<file path="src/rtl/pport_cfg_pkg.sv">
package pport_cfg_pkg;

    localparam int BYTE_W     = 8;
    localparam int SEL_LO     = 0;
    localparam int SEL_W      = 4;
    localparam int MODE_LSB   = 6;
    localparam int MODE_W     = 2;
    localparam logic [SEL_W-1:0] MODE_SEL_KEY = 4'b1111;

    typedef enum logic [MODE_W-1:0] {
        PM_OUT   = 2'b00,
        PM_IN    = 2'b01,
        PM_BIDIR = 2'b10,
        PM_CTRL  = 2'b11
    } port_mode_e;

    typedef enum logic [1:0] {
        CMD_NONE = 2'd0,
        CMD_MODE = 2'd1,
        CMD_DIR  = 2'd2
    } cmd_kind_e;

    typedef struct packed {
        cmd_kind_e          kind;
        port_mode_e         mode;
        logic [BYTE_W-1:0]  mask;
    } cfg_cmd_t;

    function automatic logic is_mode_word(input logic [BYTE_W-1:0] b);
        return b[SEL_LO +: SEL_W] == MODE_SEL_KEY;
    endfunction

    function automatic port_mode_e mode_field(input logic [BYTE_W-1:0] b);
        return port_mode_e'(b[MODE_LSB +: MODE_W]);
    endfunction

endpackage

</file>
<file path="src/rtl/pport_wr_decode.sv">
module pport_wr_decode
    import pport_cfg_pkg::*;
#(
    parameter bit ALLOW_BIDIR = 1'b1
) (
    input  logic              hit,
    input  logic [BYTE_W-1:0] data,
    input  logic              pending,
    output cfg_cmd_t          cmd
);
    port_mode_e req_mode;

    always_comb begin
        req_mode  = mode_field(data);
        cmd.kind  = CMD_NONE;
        cmd.mode  = req_mode;
        cmd.mask  = data;
        if (hit) begin
            if (pending) begin
                cmd.kind = CMD_DIR;
            end else if (is_mode_word(data)) begin
                if (req_mode != PM_BIDIR || ALLOW_BIDIR)
                    cmd.kind = CMD_MODE;
            end
        end
    end
endmodule

</file>
<file path="src/rtl/pport_mode_reg.sv">
module pport_mode_reg
    import pport_cfg_pkg::*;
#(
    parameter bit ALLOW_BIDIR = 1'b1
) (
    input  logic              clk,
    input  logic              rst,
    input  logic              hit,
    input  cfg_cmd_t          cmd,
    output port_mode_e        mode,
    output logic [BYTE_W-1:0] dir_mask,
    output logic              dir_pending
);
    always_ff @(posedge clk) begin
        if (rst) begin
            mode        <= PM_IN;
            dir_mask    <= '1;
            dir_pending <= 1'b0;
        end else begin
            case (cmd.kind)
                CMD_MODE: begin
                    mode <= cmd.mode;
                    if (cmd.mode == PM_CTRL) begin
                        dir_mask    <= '1;
                        dir_pending <= 1'b1;
                    end
                end
                CMD_DIR: begin
                    dir_mask    <= cmd.mask;
                    dir_pending <= 1'b0;
                end
                default: ;
            endcase
        end
    end

    p_pend_entry_r4: assert property (@(posedge clk) disable iff (rst)
        $rose(dir_pending) |-> (mode == PM_CTRL && dir_mask == '1));

    p_pend_once_r6: assert property (@(posedge clk) disable iff (rst)
        (dir_pending && hit) |=> !dir_pending);

    p_no_bidir_r8: assert property (@(posedge clk) disable iff (rst)
        !ALLOW_BIDIR |-> mode != PM_BIDIR);

    p_idle_stable_r9: assert property (@(posedge clk) disable iff (rst)
        !hit |=> ($stable(mode) && $stable(dir_mask) && $stable(dir_pending)));
endmodule

</file>
<file path="src/rtl/pport_pad_ctl.sv">
module pport_pad_ctl
    import pport_cfg_pkg::*;
(
    input  logic              clk,
    input  logic              rst,
    input  port_mode_e        mode,
    input  logic [BYTE_W-1:0] dir_mask,
    input  logic              drive_en,
    output logic [BYTE_W-1:0] oe,
    output logic [BYTE_W-1:0] dir_out
);
    always_comb begin
        unique case (mode)
            PM_OUT: begin
                oe      = '1;
                dir_out = '0;
            end
            PM_IN: begin
                oe      = '0;
                dir_out = '1;
            end
            PM_BIDIR: begin
                oe      = {BYTE_W{drive_en}};
                dir_out = ~{BYTE_W{drive_en}};
            end
            default: begin
                oe      = ~dir_mask;
                dir_out = dir_mask;
            end
        endcase
    end

    p_out_in_r3: assert property (@(posedge clk) disable iff (rst)
        (mode == PM_OUT |-> (oe == '1 && dir_out == '0)) and
        (mode == PM_IN  |-> (oe == '0 && dir_out == '1)));

    p_ctrl_oe_r5: assert property (@(posedge clk) disable iff (rst)
        mode == PM_CTRL |-> (oe & dir_out) == '0);

    p_bidir_r7: assert property (@(posedge clk) disable iff (rst)
        mode == PM_BIDIR |-> (oe == {BYTE_W{drive_en}} && dir_out == ~oe));
endmodule

</file>
<file path="src/rtl/pport_cfg_top.sv">
module pport_cfg_top
    import pport_cfg_pkg::*;
(
    input  logic              clk,
    input  logic              rst,
    input  logic              wr_en,
    input  logic              wr_port,
    input  logic [7:0]        wr_data,
    input  logic              a_drive_en,
    output logic [1:0]        a_mode,
    output logic [7:0]        a_dir,
    output logic [7:0]        a_oe,
    output logic [1:0]        b_mode,
    output logic [7:0]        b_dir,
    output logic [7:0]        b_oe
);
    localparam int NPORTS = 2;

    port_mode_e        mode_q  [NPORTS];
    logic [BYTE_W-1:0] dir_q   [NPORTS];
    logic [BYTE_W-1:0] dir_o   [NPORTS];
    logic [BYTE_W-1:0] oe_o    [NPORTS];
    logic              pend_q  [NPORTS];

    for (genvar p = 0; p < NPORTS; p++) begin : g_port
        localparam bit BIDIR_OK = (p == 0);
        logic     hit;
        cfg_cmd_t cmd;
        logic     drv;

        assign hit = wr_en && (wr_port == p[0]);
        assign drv = BIDIR_OK ? a_drive_en : 1'b0;

        pport_wr_decode #(.ALLOW_BIDIR(BIDIR_OK)) u_dec (
            .hit     (hit),
            .data    (wr_data),
            .pending (pend_q[p]),
            .cmd     (cmd)
        );

        pport_mode_reg #(.ALLOW_BIDIR(BIDIR_OK)) u_reg (
            .clk         (clk),
            .rst         (rst),
            .hit         (hit),
            .cmd         (cmd),
            .mode        (mode_q[p]),
            .dir_mask    (dir_q[p]),
            .dir_pending (pend_q[p])
        );

        pport_pad_ctl u_pad (
            .clk      (clk),
            .rst      (rst),
            .mode     (mode_q[p]),
            .dir_mask (dir_q[p]),
            .drive_en (drv),
            .oe       (oe_o[p]),
            .dir_out  (dir_o[p])
        );
    end

    assign a_mode = mode_q[0];
    assign a_dir  = dir_o[0];
    assign a_oe   = oe_o[0];
    assign b_mode = mode_q[1];
    assign b_dir  = dir_o[1];
    assign b_oe   = oe_o[1];

    p_isolate_r10: assert property (@(posedge clk) disable iff (rst)
        (wr_en && wr_port) |=> ($stable(mode_q[0]) && $stable(dir_q[0]) && $stable(pend_q[0])));
endmodule

</file>
<file path="config.mk">
export PLATFORM = sky130hd
export DESIGN_NAME = pport_cfg_top
export DESIGN_NICKNAME = d
export VERILOG_FILES = /design/src/rtl/pport_cfg_pkg.sv /design/src/rtl/pport_wr_decode.sv /design/src/rtl/pport_mode_reg.sv /design/src/rtl/pport_pad_ctl.sv /design/src/rtl/pport_cfg_top.sv
export SDC_FILE = /design/constraint.sdc
export NUM_CORES = 1
export LEC_CHECK = 0
export BUFFER_PORTS_ARGS = -buffer_cell sky130_fd_sc_hd__clkbuf_2
export CORE_MARGIN = 2
export CORE_UTILIZATION = 50
export DETAILED_ROUTE_END_ITERATION = 8
export GPL_TIMING_DRIVEN = 0
export PLACE_DENSITY = 0.84
export SKIP_CTS_REPAIR_TIMING = 1
export SYNTH_ARGS = -nofsm -noshare
export SYNTH_HDL_FRONTEND = slang
export SYNTH_SLANG_ARGS = --single-unit
</file>
<file path="constraint.sdc">
create_clock -name clk -period 2.5 [get_ports clk]
set_input_delay 0.375 -clock clk [delete_from_list [all_inputs] [get_ports clk]]
set_output_delay 0.375 -clock clk [all_outputs]
set_load 0.01 [all_outputs]
</file>
## Word level (Yosys, flattened, before mapping)

Cells that the tools add are included.
W data, S select, Z words.

- Eq/ne operators: 13
- Multiplexer cells: 17
- Bitwise operators: 4
- Reductions and logical operators: 9

Operators by type and width:

| cell | count |
|---|---|
| $pmux W8 S2 | 4 |
| $pmux W8 S3 | 2 |
| $not A8 Y8 | 3 |
| $eq A2 B2 Y1 const B | 5 |
| $mux W2 | 5 |
| $eq A2 B1 Y1 const B | 4 |
| $mux W8 | 1 |
| $eq A4 B4 Y1 const B | 1 |
| $logic_not A2 Y1 | 2 |
| $ne A2 B2 Y1 const B | 2 |
| $pmux W1 S2 | 2 |
| $reduce_and A2 Y1 | 2 |
| $reduce_bool A2 Y1 | 2 |
| $mux W1 | 3 |
| $logic_and A1 B1 Y1 | 2 |
| $ne A2 B1 Y1 const B | 1 |
| $reduce_or A2 Y1 | 1 |
| $not A1 Y1 | 1 |

- Flip-flop bits (word level): 22
- Input bits: 13
- Output and inout bits: 36
- Logic and storage cells: 49

## Depth between registers and ports, before layout

Gate-level depths: netlist (run 1).

- Word-level depth: 8
- Gate-level depth with buffers: 5
- Gate-level depth less buffers: 4

## Modules after synthesis

A second synthesis (run 1) with hierarchy kept.

- Cell total of the unflattened synthesis: 164
- Area total of the unflattened synthesis: 1508.9 µm²

Modules (own cells, without submodules):

| module | times used | cells an instance | area each (µm²) | seq. area each (µm²) |
|---|---|---|---|---|
| pport_mode_reg | 2 | 38 | 416.6 | 220.2 |
| pport_pad_ctl | 2 | 28 | 215.2 | 0.0 |
| pport_wr_decode at g_port[1].u_dec | 1 | 15 | 126.4 | 0.0 |
| pport_wr_decode at g_port[0].u_dec | 1 | 14 | 98.8 | 0.0 |
| pport_cfg_top | 1 | 3 | 20.0 | 0.0 |

## Worst setup path after synthesis (run 1)

Ideal clock, no wire load.

- Path type: register to output
- Start point: register g_port[1].u_reg.mode[1]
- End point: output port b_oe[0]
- Arrival: 1267 ps
- Path slack: 858 ps
- Stages on the path, launching flop included: 6
- Buffers on the path: 1
- Cells stage by stage: dfxtp_1 > ha_1 > clkbuf_1 > inv_1 > nand2_1 > o21ai_0

- Cells in the longest elaborated chain, start to end: 3
- Elaborated cells on any way between the ends: 5
- Classes of those cells: eq/ne (2); mux (1); reduce/logical (2)

RTL lines:

| item | line | source |
|---|---|---|
| start, declared | pport_mode_reg.sv:10 | `output port_mode_e mode,` |
| start signal, assigned | pport_mode_reg.sv:22 | `mode <= cmd.mode;` |
| $eq A2 B1 Y1 or $eq A2 B2 Y1 (tied branches) | pport_pad_ctl.sv:13 | `unique case (mode)` |
| $reduce_or A2 Y1 (no source line) | - |  |
| $pmux W8 S2 (*) | pport_pad_ctl.sv:13 |  |
| end, declared | pport_cfg_top.sv:15 | `output logic [7:0] b_oe` |

Every way passes the cells marked *; elsewhere a longest branch is shown, timed or not.

## Worst setup path after layout (run 1)

- Start point: register g_port[1].u_reg.mode[1]
- End point: output port b_oe[4]

The elaborated chain is that of the path after synthesis.

==> out/metrics.cfg, run 1 <==
[drt]
drt_pre_antenna_iters = 4
detailed_route_via_count = 1338
routedWlPerCell_um = 12.81
post_drt_via_cell_ratio = 5.669
drcViolationCount = 0
drt.antenna.violating_nets = 0
drt_first_iter_violations = 28
route.final.wire_length_mm = 3.023

[yosys]
post-synth-top-area-fraction_pct = 36.74
netlist_top_cells_count = dfxtp_1, nand2_1, o21ai_0, nor2_1, nor3_1
post_synth_instance_area_sq_um = 1199
post-synth-top-area-cell = dfxtp_1
yosys_warnings = 0
ys_seq_elements = 22
synth.yosys.seq_area_share_pct = 36.74
synth.lib_cells_used.distinct = 31
syn_nets = 172
dominantRegCellSynth = dfxtp_1
number_of_synthesized_flops_with_an_enable_pin = 0
synthArstFlopShare_pct = 0
netlist_top_cells_area = dfxtp_1, o21ai_0, nand2_1
postSynthAreaPerCell_sq_um = 7.635
synthCells = 157

[worst_setup_path]
sort_of_element_at_the_start_of_the_critical_path = register
crit_path_cell_trace = ha_1 -> clkbuf_1 -> inv_1 -> nand2_1 -> o21ai_0 -> clkbuf_2
flop2flop_setup_slack_ns = 1.12
r2r_cells = 3
worstPathMaxFanout = 10
worst-endpoint-arrival_ns = 1.85
crit_reg_reg_endpoint = g_port[0].u_reg.dir_mask[6]
worstSetupPathType = register to output pin
worst_r2r_startpoint = g_port[0].u_reg.dir_pending
critical_path_required_ns = 2.12
cpPeakStageDelay_ns = 0.39
endpoint_kind = output pin
critical-path-slowest-cell = dfxtp_1

[clock_tree]
clkSinkCount = 22
numCtsBuffers = 3
path_clk_slew_ns = 0.12
tritoncts = yes
htree_levels = 1
cts.root.buffer_cell = clkbuf_4
clock_tree.buffer_depth = 2
worst_skew_pair.late_latency_ns = 0.30

[final_layout]
post_route_cells_drive_above_1_share_pct = 28.37
flow.area_growth_from_synthesis_pct = 25.57
filler_cell_count = 212
num-nets-final = 224
instances_no_fill = 236
antenna-diode-count = 0
finalInstanceArea_sq_um = 1505
layout.core_utilization_pct = 67.40

[power]
p_leak_nw = 0.5911
ir_worst_vdd_v = 0.0004607
p_per_cell_area_nw_per_um2 = 397.6
totalPowerFinal_mw = 0.5985

[die]
chipWidth_um = 52.96
floorplan.initialDensity_pct = 53.67
core_region_area_sq_um = 2233
core.rowCount = 17
die_y_um = 52.96
die-area_sq_um = 2805
boundaryPins = 49

[min_path]
hold_path_depth = 3
whs_endpoint = g_port[0].u_reg.dir_mask[4]
worstHoldPathType = input pin to register
worstHoldStart = wr_data[4]

[global_route]
grt_overflow = 0
grt_antenna_before_repair = 0
global_route_wire_length_before_repair_mm = 4.926
grt_start_max_net_pins = 13
grt.total_usage_pct = 23.21
vias_in_the_first_global_route = 1191

[sta]
report.final.slew_viol_count = 0
layout_worst_path_cycle_share_pct = 89.18
tightest_slew_ns = 0.4831
final_setup_violation_count = 0
finalHoldViolCount = 0
finalWorstPathRequiredPeriod_ns = 2.229
maxSlewHeadroom_pct = 67.79
setup_ws_ns = 0.2706
finalSetupTns_ns = 0
clock_skew_ns = 0.003895
rsz0062_at_grt = no
fin_worst_hold_slack_ns = 0.3678
clock.fmax_mhz = 448.5

[placed_design]
detailedPlace.worstSlack_ns = 0.6315
dpl-instance-area_sq_um = 1469
finalWeightedCongestion = 0.8629
post-dp-hpwl_mm = 2.395
placedCellCount = 232
port_buffers = 47

[outcome]
run_status = finished, final reports clean

[job]
number_of_maximum_capacitance_violations = 0

==> final cells by class <==
class                   instances  area, sq um  share of cell area [%]
multi-input cells             119        688.2                   45.72
well taps                      28        35.03                   2.328
plain buffers                  11        51.30                   3.408
repair buffers                 47        235.2                   15.63
flip-flops and latches         22        440.4                   29.26
inverters                       5        18.77                   1.247
clock buffers                   4        36.28                   2.411
==> registers in the layout, summed over array words and instances (netlist names) <==
name and count:
g_port.u_reg.dir_pending 2, g_port.u_reg.mode 4, g_port.u_reg.dir_mask 16
==> power by group <==
group,internal (mW),switching (mW),leakage (nW)
clock,0.0889,0.104,0.0210
sequential,0.351,0.000788,0.178
combinational,0.0188,0.0347,0.392
total,0.459,0.140,0.591
==> worst max path at each step <==
stage                            startpoint       end  cells past startpoint
floorplan           g_port[1].u_reg.mode[1]   b_oe[0]                      5
global placement    g_port[1].u_reg.mode[1]   b_oe[3]                      6
detailed placement  g_port[1].u_reg.mode[1]  b_dir[5]                      6
CTS                 g_port[1].u_reg.mode[1]  b_dir[5]                      6
global route        g_port[1].u_reg.mode[1]   b_oe[5]                      6
finish              g_port[1].u_reg.mode[1]   b_oe[4]                      6
==> worst max-delay path: cells and delay by family (launching register included) <==
kind / cells / cell delay (ns)
AO/OA/AOI/OAI: 1 / 0.13
adder cells (fa/ha/maj): 1 / 0.16
buffers and inverters: 3 / 0.64
flip-flops: 1 / 0.39
AND/OR/NAND/NOR: 1 / 0.22
==> layout by cell type, fill, tap and decap left out, types with 2 or more instances in the layout <==
cell type / count
o21a_1: 8
nand4_1: 3
buf_1: 2
clkbuf_2: 47
a31oi_1: 10
nor3_1: 14
a31oi_2: 2
mux2i_1: 2
buf_2: 2
o21ai_0: 17
ha_1: 2
nand2b_1: 3
clkbuf_4: 3
clkbuf_1: 6
dfxtp_1: 22
nand3_1: 3
a21oi_1: 6
nand2_1: 22
inv_1: 5
or3_1: 2
nor2_1: 14
==> cell families after synthesis <==
kind of cell | share of synthesized area, %
simple gates | 26.93
compound gates | 25.78
flops | 36.74
buf+inv | 5.846
mux | 2.610
fa+ha+maj | 2.087
==> metal layers <==
layer / wire length [um] / up-vias / part of all wire [%] / track usage, %
met5: 0 / - / 0 / 0
met4: 8 / 0 / 0.26 / 5.556
met3: 159 / 2 / 5.3 / 6.215
met2: 1572 / 35 / 52 / 40.21
met1: 1282 / 634 / 42 / 28.32
li1: - / 667 / - / -
(Power assumes the default switching activity.)
==> inputs of run 2 (changes only) <==
- PLACE_DENSITY: 0.84 -> 0.89
==> run 2 against run 1 <==
- cell count is the same
- flip-flop and latch count is the same
- via count decreased by 0.90%
- largest cell class unchanged
- highest routed layer unchanged
==> out/metrics.cfg, run 2 (synthesis results as in run 1) <==
[die]
core.rowCount = 17
boundaryPins = 49
floorplan.initialDensity_pct = 53.67
chipWidth_um = 52.96
die_y_um = 52.96
core_region_area_sq_um = 2233
die-area_sq_um = 2805

[clock_tree]
worst_skew_pair.late_latency_ns = 0.32
path_clk_slew_ns = 0.13
htree_levels = 1
numCtsBuffers = 3
clock_tree.buffer_depth = 2
cts.root.buffer_cell = clkbuf_4
clkSinkCount = 22
tritoncts = yes

[worst_setup_path]
timing.critical_path.buf_inv = 3
sort_of_element_at_the_start_of_the_critical_path = register
worstSetupPathType = register to output pin
critical-path-slowest-cell = dfxtp_1
worstPathMaxFanout = 10
crit_path_cell_trace = ha_1 -> clkbuf_1 -> inv_1 -> nand2_1 -> nand2_1 -> clkbuf_2
endpoint_kind = output pin
timing.critical_path.max_delay_family = buffers and inverters
cpPeakStageDelay_ns = 0.40
worst-endpoint-arrival_ns = 1.91
critical_path_required_ns = 2.12
critPathMostFrequentCell = nand2_1

[final_layout]
antenna-diode-count = 0
final_cell_mix = clkbuf_2, nand2_1, dfxtp_1
largestRegisters = g_port.u_reg.dir_mask: 16 flops, g_port.u_reg.mode: 4 flops, g_port.u_reg.dir_pending: 2 flops
instances_no_fill = 236
post_route_cells_drive_above_1_share_pct = 28.37
largest_register_ffs = 16
regMostFlops = g_port.u_reg.dir_mask
layout_commonest_cell = clkbuf_2
num-nets-final = 224
flow.area_growth_from_synthesis_pct = 25.57

[sta]
final_setup_violation_count = 0
rsz0062_at_grt = no
finalHoldViolCount = 0
clock.fmax_mhz = 438.4
tightest_slew_ns = 0.4915
layout_worst_path_cycle_share_pct = 91.24
finalWorstPathRequiredPeriod_ns = 2.281
finalSetupTns_ns = 0
clock_skew_ns = 0.004038
setup_ws_ns = 0.2190
report.final.slew_viol_count = 0
maxSlewHeadroom_pct = 66.98

[drt]
drt_pre_antenna_iters = 4
routedWlPerCell_um = 13.63
drcViolationCount = 0
post_drt_via_cell_ratio = 5.619
drt.antenna.violating_nets = 0
detailed_route_via_count = 1326
drt_first_iter_violations = 36
route.final.wire_length_mm = 3.217

[power]
ir_worst_vdd_v = 0.0003265
p_leak_nw = 0.5911
p_per_cell_area_nw_per_um2 = 405.6

[global_route]
grt.total_usage_pct = 24.96
grt_overflow = 0
grt_antenna_before_repair = 0
grt_start_max_net_pins = 13
vias_in_the_first_global_route = 1189
global_route_wire_length_before_repair_mm = 5.133

[min_path]
worstHoldPathType = input pin to register

[placed_design]
port_buffers = 47
detailedPlace.worstSlack_ns = 0.6252
post-dp-hpwl_mm = 2.506
placedCellCount = 232
finalWeightedCongestion = 0.8020

[job]
number_of_maximum_capacitance_violations = 0

[outcome]
run_status = finished, final reports clean

-- run 2: cell counts in the layout (fill, tap and decap cells not counted) --
Identical to the previous run, type by type.
-- run 2: power by group --
| group | total (mW) | leakage (nW) | internal, mW | switching (mW) |
|---|---|---|---|---|
| logic | 0.0536 | 0.392 | 0.0188 | 0.0348 |
| registers | 0.352 | 0.178 | 0.351 | 0.000823 |
| clock network | 0.205 | 0.0210 | 0.0892 | 0.116 |
-- run 2: worst register-to-register path: stages (launching register included) --
cell	delay, ns
dfxtp_1	0.47
nand3b_2	0.17
mux2_1	0.33
a311o_1	0.31
-- run 2: per-stage QoR --
| step | utilization [%] | hold slack [ns] | power (mW) | area (sq um) |
|---|---|---|---|---|
| after global placement | 65.77 | 0.4848 | 0.4101 | 1469 |
| final | 67.40 | 0.3497 | 0.6105 | 1505 |
| after global routing | 67.40 | 0.3591 | 0.6303 | 1505 |
| after detailed placement | 65.77 | 0.4959 | 0.4129 | 1469 |
| after floorplan | - | 0.4684 | 0.3851 | 1199 |
| after CTS | 67.40 | 0.3486 | 0.6085 | 1505 |
-- run 2: routing by layer --
layer | part of all wire (%) | up-vias | GRT usage [%]
li1 | - | 661 | -
met1 | 42 | 628 | 30.02
met2 | 54 | 30 | 43.13
met3 | 3.2 | 7 | 6.215
met4 | 1.3 | 0 | 8.120
met5 | 0 | - | 0
-- run 2: cell type report --
| cell class | instances | area, sq um |
|---|---|---|
| Buffer | 11 | 51.30 |
| Clock buffer | 4 | 36.28 |
| Fill cell | 194 | 728.2 |
| Inverter | 5 | 18.77 |
| Multi-Input combinational cell | 119 | 688.2 |
| Sequential cell | 22 | 440.4 |
| Tap cell | 28 | 35.03 |
| Timing Repair Buffer | 47 | 235.2 |
-- run 2: worst paths after layout --
check	start	cells after the start	slack, ns	end
setup / recovery	g_port[1].u_reg.mode[1]	6	0.22	b_dir[3]
setup reg to reg	g_port[0].u_reg.dir_pending	3	1.12	g_port[0].u_reg.dir_mask[6]
hold / removal	wr_data[4]	3	0.35	g_port[0].u_reg.dir_mask[4]
hold reg to reg	g_port[1].u_reg.dir_pending	2	0.52	g_port[1].u_reg.dir_pending
